`src/rtl/pwrsw_pkg.sv`:
```
package pwrsw_pkg;
    typedef enum logic [1:0] {
        SH_IDLE  = 2'd0,
        SH_SHIFT = 2'd1,
        SH_LATCH = 2'd2
    } sh_state_e;
endpackage

```
`src/rtl/pwrsw_clkdiv.sv`:
```
module pwrsw_clkdiv #(
    parameter int DIV = 36
) (
    input  logic clk,
    input  logic rst_n,
    input  logic en,
    output logic sclk,
    output logic fall_tk
);
    localparam int CW   = (DIV > 2) ? $clog2(DIV) : 1;
    localparam int HALF = DIV / 2;

    typedef struct packed {
        logic [CW-1:0] cnt;
        logic          sclk;
    } div_t;

    div_t d, q;
    logic rise_tk;

    // fall tick ends the high half, rise tick ends the low half
    assign fall_tk = en && (q.cnt == CW'(HALF - 1));
    assign rise_tk = en && (q.cnt == CW'(DIV - 1));

    always_comb begin
        d = q;
        if (!en) begin
            d.cnt  = '0;
            d.sclk = 1'b1;
        end else begin
            d.cnt = rise_tk ? '0 : q.cnt + CW'(1);
            if (fall_tk)
                d.sclk = 1'b0;
            else if (rise_tk)
                d.sclk = 1'b1;
        end
    end

    always_ff @(posedge clk or negedge rst_n) begin
        if (!rst_n) begin
            q.cnt  <= '0;
            q.sclk <= 1'b1;
        end else begin
            q <= d;
        end
    end

    assign sclk = q.sclk;
endmodule

```
`src/rtl/pwrsw_edgesync.sv`:
```
module pwrsw_edgesync #(
    parameter int SYNC = 2
) (
    input  logic clk,
    input  logic rst_n,
    input  logic async_in,
    output logic fall_tk
);
    typedef struct packed {
        logic [SYNC-1:0] sync;
        logic            prev;
    } es_t;

    es_t d, q;

    always_comb begin
        d      = q;
        d.sync = {q.sync[SYNC-2:0], async_in};
        d.prev = q.sync[SYNC-1];
    end

    always_ff @(posedge clk or negedge rst_n) begin
        if (!rst_n) begin
            q.sync <= '1;
            q.prev <= 1'b1;
        end else begin
            q <= d;
        end
    end

    assign fall_tk = q.prev && !q.sync[SYNC-1];
endmodule

```
`src/rtl/pwrsw_shifter.sv`:
```
module pwrsw_shifter
    import pwrsw_pkg::*;
#(
    parameter int WORD_W = 11
) (
    input  logic              clk,
    input  logic              rst_n,
    input  logic              adv,
    input  logic              wr,
    input  logic [WORD_W-1:0] word,
    output logic              sdata,
    output logic              slatch,
    output logic              busy,
    output logic              done
);
    localparam int BW = (WORD_W > 2) ? $clog2(WORD_W) : 1;

    typedef struct packed {
        sh_state_e         st;
        logic [WORD_W-1:0] sh;
        logic [BW-1:0]     bitcnt;
        logic              pend_vld;
        logic [WORD_W-1:0] pend_word;
        logic              sdata;
        logic              slatch;
        logic              done;
    } shf_t;

    shf_t d, q;
    logic load;

    always_comb begin
        d      = q;
        d.done = 1'b0;
        load   = 1'b0;
        if (adv) begin
            unique case (q.st)
                SH_IDLE: begin
                    load = q.pend_vld;
                end
                SH_SHIFT: begin
                    if (q.bitcnt == '0) begin
                        d.st     = SH_LATCH;
                        d.sdata  = 1'b0;
                        d.slatch = 1'b1;
                    end else begin
                        d.sh     = q.sh << 1;
                        d.sdata  = q.sh[WORD_W-2];
                        d.bitcnt = q.bitcnt - BW'(1);
                    end
                end
                SH_LATCH: begin
                    d.slatch = 1'b0;
                    d.done   = 1'b1;
                    load     = q.pend_vld;
                    if (!q.pend_vld)
                        d.st = SH_IDLE;
                end
                default: d.st = SH_IDLE;
            endcase
        end
        if (load) begin
            d.st     = SH_SHIFT;
            d.sh     = q.pend_word;
            d.sdata  = q.pend_word[WORD_W-1];
            d.bitcnt = BW'(WORD_W - 1);
        end
        // a write in the load cycle stays pending; a later write replaces
        d.pend_vld = (q.pend_vld && !load) || wr;
        if (wr)
            d.pend_word = word;
    end

    always_ff @(posedge clk or negedge rst_n) begin
        if (!rst_n) begin
            q.st        <= SH_IDLE;
            q.sh        <= '0;
            q.bitcnt    <= '0;
            q.pend_vld  <= 1'b0;
            q.pend_word <= '0;
            q.sdata     <= 1'b0;
            q.slatch    <= 1'b0;
            q.done      <= 1'b0;
        end else begin
            q <= d;
        end
    end

    assign sdata  = q.sdata;
    assign slatch = q.slatch;
    assign done   = q.done;
    assign busy   = (q.st != SH_IDLE) || q.pend_vld;
endmodule

```
`src/rtl/pwrsw_serializer.sv`:
```
module pwrsw_serializer #(
    parameter int WORD_W = 11,
    parameter int DIV    = 36,
    parameter int SYNC   = 2
) (
    input  logic              clk,
    input  logic              rst_n,
    input  logic              clk_drive_en,
    input  logic [WORD_W-1:0] ctl_word,
    input  logic              ctl_wr,
    input  logic              sclk_in,
    output logic              sclk_out,
    output logic              sclk_oe,
    output logic              sdata,
    output logic              slatch,
    output logic              busy,
    output logic              done
);
    logic div_fall;
    logic ext_fall;
    logic adv;

    pwrsw_clkdiv #(.DIV(DIV)) u_div (
        .clk     (clk),
        .rst_n   (rst_n),
        .en      (clk_drive_en),
        .sclk    (sclk_out),
        .fall_tk (div_fall)
    );

    pwrsw_edgesync #(.SYNC(SYNC)) u_sync (
        .clk      (clk),
        .rst_n    (rst_n),
        .async_in (sclk_in),
        .fall_tk  (ext_fall)
    );

    assign adv     = clk_drive_en ? div_fall : ext_fall;
    assign sclk_oe = clk_drive_en;

    pwrsw_shifter #(.WORD_W(WORD_W)) u_shf (
        .clk    (clk),
        .rst_n  (rst_n),
        .adv    (adv),
        .wr     (ctl_wr),
        .word   (ctl_word),
        .sdata  (sdata),
        .slatch (slatch),
        .busy   (busy),
        .done   (done)
    );
endmodule

```
`config.mk`:
```
export PLATFORM = sky130hd
export DESIGN_NAME = pwrsw_serializer
export DESIGN_NICKNAME = d
export VERILOG_FILES = /design/src/rtl/pwrsw_pkg.sv /design/src/rtl/pwrsw_clkdiv.sv /design/src/rtl/pwrsw_edgesync.sv /design/src/rtl/pwrsw_shifter.sv /design/src/rtl/pwrsw_serializer.sv
export SDC_FILE = /design/constraint.sdc
export NUM_CORES = 1
export LEC_CHECK = 0
export ABC_AREA = 1
export CAP_MARGIN = 20
export CORE_ASPECT_RATIO = 0.8
export CORE_MARGIN = 2
export CORE_UTILIZATION = 25
export CTS_CLUSTER_DIAMETER = 120
export DETAILED_ROUTE_END_ITERATION = 16
export GPL_TIMING_DRIVEN = 0
export PLACE_DENSITY = 0.47
export RECOVER_POWER = 50
export SYNTH_ARGS = -nofsm -noshare
export SYNTH_HDL_FRONTEND = slang
export SYNTH_SLANG_ARGS = --single-unit
```
`constraint.sdc`:
```
create_clock -name clk -period 3.48 [get_ports clk]
set_input_delay 0.87 -clock clk [delete_from_list [all_inputs] [get_ports clk]]
set_output_delay 0.87 -clock clk [all_outputs]
set_load 0.1 [all_outputs]
```
# Word level (Yosys, flattened, before mapping)
# Cells that the tools add are included.
word_totals:
  ff_bits: 41
  out_inout_bits: 6
op_classes:
  n_addsub: 2
  eq_ne: 10
  mux: 21
  reduce_logical: 19
ops:
  columns: ["cell", "n"]
  rows:
  - ["2-to-1 mux 17 bit", 2]
  - ["2-to-1 mux 15 bit", 2]
  - ["2-to-1 mux 1 bit", 10]
  - ["nonzero test 2 bit", 4]
  - ["2-to-1 mux 7 bit", 1]
  - ["adder 6 x 1 -> 6 bit (second input constant)", 1]
  - ["equality test 6 x 5 -> 1 bit (second input constant)", 1]
  - ["equality test 6 bit (second input constant)", 1]
  - ["2-to-1 mux 6 bit", 1]
  - ["!= test 2 x 1 -> 1 bit (second input constant)", 3]
  - ["!= test 3 x 1 -> 1 bit (second input constant)", 2]
  - ["case mux 2 bit (3 select lines)", 1]
  - ["AND reduction 3 bit", 2]
  - ["logical AND 1 bit", 4]
  - ["logical NOT 4 bit", 1]
  - ["2-to-1 mux 2 bit", 2]
  - ["AND reduction 4 bit", 1]
  - ["subtractor 4 x 1 -> 4 bit (second input constant)", 1]
  - ["2-to-1 mux 3 bit", 1]
  - ["!= test 3 bit (second input constant)", 1]
  - ["equality test 2 x 1 -> 1 bit (second input constant)", 1]
  - ["equality test 2 bit (second input constant)", 1]
  - ["logical NOT 1 bit", 2]
  - ["logical NOT 2 bit", 1]
  - ["other kinds (4)", 5]

# Depth between registers and ports, before layout
logic_depth:
  depth_word: 7
  ltp_mapped: 11

# Hierarchy
# Synthesis repeated with hierarchy kept, for this count alone.
hier_totals:
  cells_unflattened: 231
  area_unflattened_um2: 1998.2
by_module_without_submodules:
  columns: ["mod", "n_inst", "cells_per_inst", "area_per_inst_um2"]
  rows:
  - ["pwrsw_shifter", 1, 181, 1536.5]
  - ["pwrsw_clkdiv", 1, 40, 350.3]
  - ["pwrsw_edgesync", 1, 5, 88.8]
  - ["pwrsw_serializer", 1, 5, 22.5]

# Least setup slack after synthesis
# No wires, ideal clock.
synth_timing:
  kind: "input -> output"
  from: "input clk_drive_en"
  to: "output sclk_oe"
  arrival_ns: 1.133
  path_slack_ns: 1.477
  path_stages: 1
  n_path_buf: 1
  path_cell_list: "buf_4"
synth_lines:
  columns: ["element", "line_no", "rtl"]
  rows:
  - ["from (decl)", "pwrsw_serializer.sv:8", "input logic clk_drive_en,"]
  - ["to (decl)", "pwrsw_serializer.sv:13", "output logic sclk_oe,"]
# No word-level cell between the ends.

# Final worst setup path
layout_timing:
  from: "input clk_drive_en"
  to: "output sclk_oe"
# No word-level cell between the ends.

==> results.md <==
* Hold slack at 0.363 ns
* FF-to-FF Start: u_shf.q[15]
* Setup TNS Final at 0 ns
* Worst-path fanout max at 5
* Internal power at 908 uW
* Top cell family by delay on the critical path: buffers and inverters
* CTS max path bufs at 2
* Synthesized area at 1910 um2
* Worst-Margin Slew at 1.85 ns
* DRT antenna net count at 0
* Initial DRT Pass Iterations at 4
* Critical-path cell list: clkdlybuf4s50_1 > buf_4 > dlygate4sd2_1
* Largest stage delay, worst path at 0.84 ns
* Final WL at 3770 um
* R2R depth at 8
* R2R Setup Slk at 1.96 ns
* Clock sink total at 41
* Worst skew pair latency at 0.29 ns
* XOR/XNOR Fraction of Synth Area at 0.0184
* Row count at 28
* Final HPWL from detailed placement at 2680 um
* Die width at 102 um
* Critical path class: in2out
* Fin crit period at 3.29 ns
* Post-CTS sizing at 1
* Final Hold Fails at 0
* Ant diodes at 0
* Most frequent cells in the layout: nand2_1 (96), dfrtp_1 (37), nor2_1 (26), inv_1 (25), clkdlybuf4s50_1 (18)
* Root buffer cell: clkbuf_8
* Min-Delay Path Depth at 0
* Post-Syn Instances at 234
* Most common cell after layout, fill and taps aside: nand2_1
* RR Endpoint: u_shf.q[30]
* Final global-route overflow total at 0
* Initial DRC count at 54
* DRC Markers at 0
* Sequential fraction of the synthesis area at 0.540
* Tot GR Track Use at 0.102
* Synthesis-to-finish area growth at 22.6%
* Worst Path Required at 2.61 ns
* Avg Cell Area, Syn at 8.15 um2
* Clock share of power at 0.222
* Synth cell types at 24
* Die area at 8350 um2
* Clk pin slew, worst setup/hold paths at 0.07 ns
* Total power at 1.46 mW
* Starting Density at 0.258
* Wire length per cell at 10.2 um
* Die H at 82.1 um
* NumNets Final at 283
* CTS tree: yes
* Clock buffer count from CTS at 5
* Hold Path Origin: u_sync.d[2]
* Worst Path Buf+Inv at 3
* Initial antenna violation count at 0
* Clock skew at 0.0104 ns
* Tcrit/Tclk final at 0.946
* Syn nets at 254
* Htree depth at 2
* Largest net degree at the start of global routing at 34
* Area after DPL at 2260 um2
* Hold endpoint: u_sync.d[0]
* #FFs+latches synth at 41
* Largest family of logic cells by synthesized area: simple AND/OR/NAND/NOR gates
* Ys Warns at 0
* Power Density at 625 nW/um2
* Vias in the first global route at 1,433
* Worst vdd ir at 0.215 mV
* Outcome: finished with violations
* Synth Area in Compound Gates at 0.0243
* Via-to-Cell Ratio at 3.88
* Leak Pwr at 1.20 nW
* Fraction of layout cells with a size suffix above 1 at 0.102
* Net load switching power at 554 uW
* Startpoint type of the worst setup path: primary input
* Register share of total power at 0.443
* Failing checks: capacitance limit, slew limit
* Port bufs at 21
* Comb pwr share at 0.335
* Simple-Gate Fraction of Synth Area at 0.311
* Hold Path Class: reg2reg
* Hold-fix buffer count after cts at 0
* Slowest stage cell, crit path: dlygate4sd2_1
* Element type at the critical path end: primary output
* Postcts setup bufs at 0
* Synth Area in Adders at 0.0262
* Final setup fails at 0
* CP arrival at 2.42 ns
* RD Place Congestion at 0.725
* Slew Limit Headroom at -0.234
* Max-cap violations at 1
* I/O pins at 22
* Via count at 1,430
* Core area at 7390 um2
* First-pass GRT wire length at 6530 um
* Sw Ratio at 0.379
* Final Slew Violations at 34
* Mux cell area share after synthesis at 0
* RSZ-0062 raised after global routing: no
* Finished layout cell area at 2340 um2
* Fmax at 304 MHz
[state kept, by name, summed over array words and instances (netlist names)]
name,flops
u_shf.sdata,1
u_shf.slatch,1
u_sync.d,2
u_shf.q,28
u_shf.done,1
u_div.sclk,1
u_div.q,6
u_sync.q,1
[cell usage after synthesis]
cell	count	share of area
xnor2_1	1	0.0046
nor3b_1	1	0.0039
buf_6	2	0.012
nand2_2	2	0.0066
o21ai_0	7	0.018
a31oi_1	1	0.0033
dfstp_2	4	0.055
o21ai_1	1	0.0026
clkbuf_1	1	0.0020
buf_4	2	0.0079
nor2_1	26	0.051
nor2_2	6	0.020
inv_2	1	0.0020
dfrtp_1	37	0.49
nand2_1	96	0.19
xor2_1	3	0.014
ha_1	4	0.026
nand4_1	5	0.016
nand3_2	1	0.0052
nand2_4	2	0.012
buf_2	1	0.0026
clkinv_1	2	0.0039
nand3_1	3	0.0079
inv_1	25	0.049
[power groups by stage]
| stage | Clock, mW | Combinational (mW) | Sequential, mW |
|---|---|---|---|
| after CTS | 0.340 | 0.499 | 0.650 |
| after detailed placement | 0 | 0.497 | 0.659 |
| after global routing | 0.356 | 0.557 | 0.666 |
| final | 0.324 | 0.490 | 0.648 |
| after floorplan | 0 | 0.295 | 0.728 |
| after global placement | 0 | 0.490 | 0.658 |
[cell type report]
class                           instances  area [um2]
Clock buffer                            7        86.3
Inverter                               28         105
Multi-Input combinational cell        159         726
Fill cell                             811        5050
Timing Repair Buffer                   22         206
Buffer                                  6        46.3
Tap cell                              105         131
Clock inverter                          1        7.51
Sequential cell                        41        1030
[per-stage QoR]
step | worst slack, ns | std cells | util
after floorplan | 1.48 | 234 | -
after global placement | -0.0870 | 360 | 0.304
after detailed placement | -0.0813 | 361 | 0.306
after CTS | 0.197 | 369 | 0.319
after global routing | 0.152 | 369 | 0.317
final | 0.188 | 369 | 0.317
[worst max-delay path by stage]
| stage | start | end | depth (start not counted) |
|---|---|---|---|
| floorplan | clk_drive_en | sclk_oe | 1 |
| global placement | clk_drive_en | sclk_oe | 3 |
| detailed placement | clk_drive_en | sclk_oe | 3 |
| CTS | clk_drive_en | sclk_oe | 3 |
| global route | clk_drive_en | sclk_oe | 3 |
| finish | clk_drive_en | sclk_oe | 3 |
[worst reg2reg max path, cell delays in order (launching register included)]
cell and delay, ns:
dfrtp_1 0.39, inv_1 0.14, ha_1 0.19, nand2_1 0.09, nand2_1 0.08, nand2_2 0.08
nand2_4 0.13, buf_4 0.19, o21ai_0 0.11
[logic make-up (layout without fill, tap and decap cells)]
family / count (synthesis) / count (layout)
adders and majority gates: 4 / 4
buffers and inverters: 34 / 64
and+or+nand+nor: 142 / 142
xor gates and xnor gates: 4 / 4
AOI/OAI and AO/OA: 9 / 9
DFF: 41 / 41
[layer usage]
layer / GRT usage / wire [um]
met1: 0.139 / 2010
met4: 0.0405 / 68
met2: 0.157 / 1570
met3: 0.0227 / 120
met5: 0 / 0
No activity file was read; power rests on OpenSTA's default activity.
